File: src/rtl/sbsram_ctl.sv
module sbsram_ctl #(
  parameter int ADDR_W  = 6,
  parameter int BYTE_W  = 8,
  parameter int NBYTES  = 2,
  parameter int BURST_W = 2
) (
  input  logic                     clk,
  input  logic                     rst_n,
  input  logic [ADDR_W-1:0]        addr,
  input  logic                     stb_cpu_n,
  input  logic                     stb_ctl_n,
  input  logic                     sel_main_n,
  input  logic                     sel_hi,
  input  logic                     sel_lo_n,
  input  logic                     adv_n,
  input  logic                     wr_all_n,
  input  logic                     wr_gate_n,
  input  logic [NBYTES-1:0]        wr_byte_n,
  input  logic                     order_ilv,
  input  logic                     oe_n,
  input  logic [NBYTES*BYTE_W-1:0] wr_data,
  output logic [NBYTES*BYTE_W-1:0] rd_data,
  output logic                     rd_drive
);
  localparam int DATA_W = NBYTES * BYTE_W;
  localparam int DEPTH  = 1 << ADDR_W;

  logic [DATA_W-1:0]  mem [DEPTH];
  logic [ADDR_W-1:0]  base_q;
  logic [BURST_W-1:0] cnt_q;
  logic               active_q, rd_q;
  logic [DATA_W-1:0]  rdata_q;

  wire strobe = (!stb_cpu_n && !sel_main_n) || !stb_ctl_n;
  wire sel_ok = !sel_main_n && sel_hi && !sel_lo_n;
  wire load   = strobe && sel_ok;
  wire step   = !strobe && !adv_n && active_q;
  wire access = load || step;

  wire [BURST_W-1:0] cnt_nx   = cnt_q + BURST_W'(1);
  wire [BURST_W-1:0] start_lo = base_q[BURST_W-1:0];
  wire [BURST_W-1:0] beat_lo  = order_ilv ? (start_lo ^ cnt_nx) : (start_lo + cnt_nx);
  wire [ADDR_W-1:0]  acc_addr = load ? addr : {base_q[ADDR_W-1:BURST_W], beat_lo};

  wire [NBYTES-1:0] be = !wr_all_n ? {NBYTES{1'b1}} : (!wr_gate_n ? ~wr_byte_n : '0);
  wire is_wr = access && (|be);
  wire is_rd = access && !(|be);

  always_ff @(posedge clk) begin
    for (int i = 0; i < NBYTES; i++)
      if (is_wr && be[i]) mem[acc_addr][i*BYTE_W +: BYTE_W] <= wr_data[i*BYTE_W +: BYTE_W];
    if (is_rd) rdata_q <= mem[acc_addr];
  end

  always_ff @(posedge clk) begin
    if (!rst_n) begin
      active_q <= 1'b0;
      rd_q     <= 1'b0;
      base_q   <= '0;
      cnt_q    <= '0;
    end else begin
      rd_q <= is_rd;
      if (strobe) begin
        active_q <= sel_ok;
        if (sel_ok) begin
          base_q <= addr;
          cnt_q  <= '0;
        end
      end else if (step) begin
        cnt_q <= cnt_nx;
      end
    end
  end

  assign rd_data  = rdata_q;
  assign rd_drive = rd_q && !oe_n;


  deselect_chk: assert property (@(posedge clk) disable iff (!rst_n)
    (strobe && !sel_ok) |=> !active_q);

  burst_step_chk: assert property (@(posedge clk) disable iff (!rst_n)
    step |=> (cnt_q == $past(cnt_q) + BURST_W'(1)));

  upper_hold_chk: assert property (@(posedge clk) disable iff (!rst_n)
    !load |=> $stable(base_q));

  cpu_block_chk: assert property (@(posedge clk) disable iff (!rst_n)
    (!stb_cpu_n && sel_main_n && stb_ctl_n && adv_n) |=>
      ($stable(base_q) && $stable(cnt_q) && $stable(active_q)));

  wr_quiet_chk: assert property (@(posedge clk) disable iff (!rst_n)
    is_wr |=> !rd_drive);
endmodule

File: config.mk
export PLATFORM = sky130hd
export DESIGN_NAME = sbsram_ctl
export DESIGN_NICKNAME = d
export VERILOG_FILES = /design/src/rtl/sbsram_ctl.sv
export SDC_FILE = /design/constraint.sdc
export NUM_CORES = 1
export LEC_CHECK = 0
export ABC_AREA = 1
export BUFFER_PORTS_ARGS = -buffer_cell sky130_fd_sc_hd__buf_2
export CAP_MARGIN = 10
export CORE_MARGIN = 4
export CORE_UTILIZATION = 35
export CTS_CLUSTER_DIAMETER = 120
export CTS_CLUSTER_SIZE = 20
export DETAILED_ROUTE_END_ITERATION = 10
export HOLD_SLACK_MARGIN = 0.1
export PLACE_DENSITY = 0.49
export SKIP_CTS_REPAIR_TIMING = 1
export SLEW_MARGIN = 5
export SYNTH_ARGS = -nofsm -noshare
export SYNTH_HDL_FRONTEND = slang
export SYNTH_SLANG_ARGS = --single-unit
File: constraint.sdc
create_clock -name clk -period 3.85 [get_ports clk]
set_clock_uncertainty 0.1 [all_clocks]
set_input_delay 0.5775 -clock clk [delete_from_list [all_inputs] [get_ports clk]]
set_output_delay 0.5775 -clock clk [all_outputs]
set_load 0.02 [all_outputs]
==> Flow_metrics.wiki <==
{| class="wikitable"
! Metric !! Value
|-
| Detailed-route DRC error count || 0
|-
| Maximum level of the CTS H-tree || 2
|-
| First-pass GRT wire length || 196 mm
|-
| Synth warn || 0
|-
| Number of buffers added by the clock tree synthesis step || 58
|-
| CTS tree || done
|-
| Routed wirelength normalized by instance count || 21.4 um
|-
| Area of the die || 134000 um^2
|-
| Post-synthesis instance total || 4380
|-
| TritonRoute pass-1 iters || 7
|-
| Post-Route WL || 132 mm
|-
| Most used flip-flop cell after synthesis || sky130_fd_sc_hd__edfxtp_1
|-
| Number of synthesized register bits || 1050
|-
| Highest cell delay on the worst timing path || 430 ps
|-
| Synth Net Count || 4417
|-
| Status || finished clean
|-
| Req. time, crit path || 4140 ps
|-
| Leakage power total || 20.1 nW
|-
| Shortest clock period the worst path allows after layout || 3350 ps
|-
| Pin count of the biggest net entering global routing || 108
|-
| Area of the core || 128000 um^2
|-
| Combined area of all synthesized cells || 45000 um^2
|-
| Number of placement rows || 131
|-
| Antenna violations before repair || 3
|-
| Crit path max-delay family || simple AND/OR/NAND/NOR gates
|-
| Maxcap violations || 0
|-
| Sequential element share of the synthesized area || 69.9%
|-
| F_max || 299 MHz
|-
| Number of buffers and inverters on the critical path || 4
|-
| Clk slew on worst S/H paths || 90 ps
|-
| Placed wire-length estimate after detailed placement || 81.7 mm
|-
| Total Nets Final || 4553
|-
| Worst Hold Class || primary input to flop
|-
| Top fanout value on the critical path || 13
|-
| Setup TNS || 0 ps
|-
| Standard cell with the maximum stage delay on the critical path || sky130_fd_sc_hd__nor3_1
|-
| Area added between synthesis and finish || 11.2%
|-
| Clock network latency to the later pin of the worst-skew pair || 680 ps
|-
| List of cells traversed by the critical path || inv_1, ha_1, nand2_1, nand2_1, nand3_1, nand3_1, nand2_4, nand2_1, inv_2, nand2_2, buf_4, nor3_1, buf_4
|-
| Busiest grt layer || met2
|-
| Final ANT Viol Nets || 0
|-
| Final-layout worst hold slack || 167 ps
|-
| Met2 Track Usage GR || 32.3%
|-
| Critical path arrival || 3640 ps
|-
| Maximum number of buffers from clock root to sink || 3
|-
| Root Driver || sky130_fd_sc_hd__clkbuf_16
|-
| Launching element type of the critical path || flop
|-
| Pin slew with the least headroom to its limit || 1130 ps
|-
| P per Cell Area || 433 nW/um^2
|-
| Relative slew margins || 24.6%
|-
| Global routing met3 resource utilization || 2.35%
|-
| Number of input and output port buffers inserted || 52
|-
| Most frequent cell on the critical path || sky130_fd_sc_hd__nand2_1
|-
| Die boundary width || 366 um
|-
| Share of cells above drive strength 1 || 10.2%
|-
| Worst setup EP type || flop
|-
| Critical setup path kind || flop to flop
|-
| Die height || 366 um
|-
| Met1 routing resource usage after global routing || 27.1%
|-
| RSZ-0062 raised after global routing || no
|-
| Async set-reset flop share out of synthesis || 0%
|-
| Final weighted congestion of routability-driven global placement || 0.861
|-
| Detailed-route via count || 30048
|-
| Post-synthesis area per instance || 10.3 um^2
|-
| Number of vias per cell || 4.85
|-
| Congestion Overflow GR || 0
|-
| Share of the cycle needed by the critical path after routing || 87.0%
|-
| Starting DRT DRC Count || 2701
|-
| Global-route total usage across every layer || 19.3%
|-
| Final Setup Violations || 0
|-
| Post-synth cell types || 31
|-
| Worst-case vdd ir drop || 0.331 mV
|-
| Final-report max-slew violation count || 0
|-
| Initial core utilization || 35.2%
|-
| IO Pins || 53
|-
| Number of synthesized flops with an enable pin || 1040
|-
| Final hold violation count || 0
|-
| Clock sink total || 1050
|-
| Number of global-route vias before repair || 29264
|}
cell families after synthesis:
family,Yosys count,share of synthesized area (%)
and+or+nand+nor,3035,26.8
AOI/OAI and AO/OA,13,0.239
buffers and inverters,281,3.04
adders and majority gates,1,0.0278
DFF,1050,69.9
synthesized netlist by cell type (3+ instances only):
library cell | count | area share, %
sky130_fd_sc_hd__inv_4 | 5 | 0.070
sky130_fd_sc_hd__a21oi_1 | 5 | 0.056
sky130_fd_sc_hd__nor3_1 | 82 | 0.91
sky130_fd_sc_hd__nor2_1 | 85 | 0.71
sky130_fd_sc_hd__inv_2 | 8 | 0.067
sky130_fd_sc_hd__nand4_1 | 14 | 0.19
sky130_fd_sc_hd__inv_1 | 40 | 0.33
sky130_fd_sc_hd__clkbuf_1 | 65 | 0.54
sky130_fd_sc_hd__edfxtp_1 | 1040 | 69
sky130_fd_sc_hd__buf_1 | 11 | 0.092
sky130_fd_sc_hd__nor2_2 | 3 | 0.042
sky130_fd_sc_hd__nor3_2 | 49 | 1.1
sky130_fd_sc_hd__nand2_2 | 12 | 0.17
sky130_fd_sc_hd__nand3_1 | 37 | 0.41
sky130_fd_sc_hd__buf_2 | 120 | 1.3
sky130_fd_sc_hd__buf_4 | 20 | 0.33
sky130_fd_sc_hd__nor3_4 | 6 | 0.22
sky130_fd_sc_hd__o21ai_4 | 3 | 0.11
sky130_fd_sc_hd__buf_6 | 10 | 0.25
sky130_fd_sc_hd__dfxtp_1 | 10 | 0.45
sky130_fd_sc_hd__nand2_1 | 2726 | 23
sky130_fd_sc_hd__and2_1 | 14 | 0.19
cell usage in the layout (no fill, tap or decap), types with 6 or more instances in the layout:
cell	n
sky130_fd_sc_hd__and2_1	14
sky130_fd_sc_hd__buf_12	27
sky130_fd_sc_hd__buf_2	52
sky130_fd_sc_hd__buf_4	223
sky130_fd_sc_hd__clkbuf_1	11
sky130_fd_sc_hd__clkbuf_16	61
sky130_fd_sc_hd__dfxtp_1	10
sky130_fd_sc_hd__edfxtp_1	1040
sky130_fd_sc_hd__inv_1	40
sky130_fd_sc_hd__inv_2	8
sky130_fd_sc_hd__nand2_1	2722
sky130_fd_sc_hd__nand2_2	11
sky130_fd_sc_hd__nand3_1	37
sky130_fd_sc_hd__nand4_1	14
sky130_fd_sc_hd__nor2_1	84
sky130_fd_sc_hd__nor3_1	82
sky130_fd_sc_hd__nor3_2	49
sky130_fd_sc_hd__nor3_4	6
path summary, 6_finish.rpt:
| kind | start | end | slack [ps] | cells past startpoint |
|---|---|---|---|---|
| max | cnt_q[0] | mem[50][0] | 500 | 13 |
| min | addr[1] | base_q[1] | 170 | 3 |
| max reg2reg | cnt_q[0] | mem[50][0] | 500 | 13 |
| min reg2reg | active_q | active_q | 370 | 2 |
report_power, final:
group	leakage (nW)	internal (W)	switching, W
Sequential	9.43	0.0126	0.00000631
Combinational	9.94	0.000664	0.00194
Clock	0.773	0.00285	0.00364
stage by stage:
step	power [W]	setup WS [ps]	area (um^2)	util, %	cells
5_1_grt	0.0226	349	50000	39.2	6192
6_report	0.0217	501	50000	39.2	6194
3_3_place_gp	0.0155	145	48500	37.9	6118
2_1_floorplan	0.0143	779	45000	-	4380
4_1_cts	0.0219	551	50000	39.2	6192
3_5_place_dp	0.0155	129	48500	37.9	6118
per-layer routing:
| layer | share of wire (%) | up-vias | routed length [um] |
|---|---|---|---|
| met1 | 45 | 14780 | 59700 |
| met4 | 2.0 | 0 | 2610 |
| met5 | 0 | - | 0 |
| li1 | - | 14461 | - |
| met3 | 5.5 | 124 | 7220 |
| met2 | 47 | 683 | 62800 |
flip-flops by register name, summed over array words and instances, names as in the netlist:
signal	cells
mem	1024
active_q	1
rd_data	16
rd_q	1
cnt_q	2
base_q	6
area by class of cell:
cell class / count / area (um^2)
inverters: 55 / 219
diodes: 2 / 5.00
clock inverters: 2 / 13.8
flip-flops and latches: 1050 / 31400
multi-input cells: 3049 / 12200
fillers: 12473 / 77600
well taps: 1662 / 2080
repair buffers: 302 / 2470
clock buffers: 72 / 1570
worst min-delay path, cell delays in order:
cell                      delay, ps
sky130_fd_sc_hd__buf_2          120
sky130_fd_sc_hd__nand2_1        120
sky130_fd_sc_hd__a21oi_1         80
(Power assumes the default switching activity.)
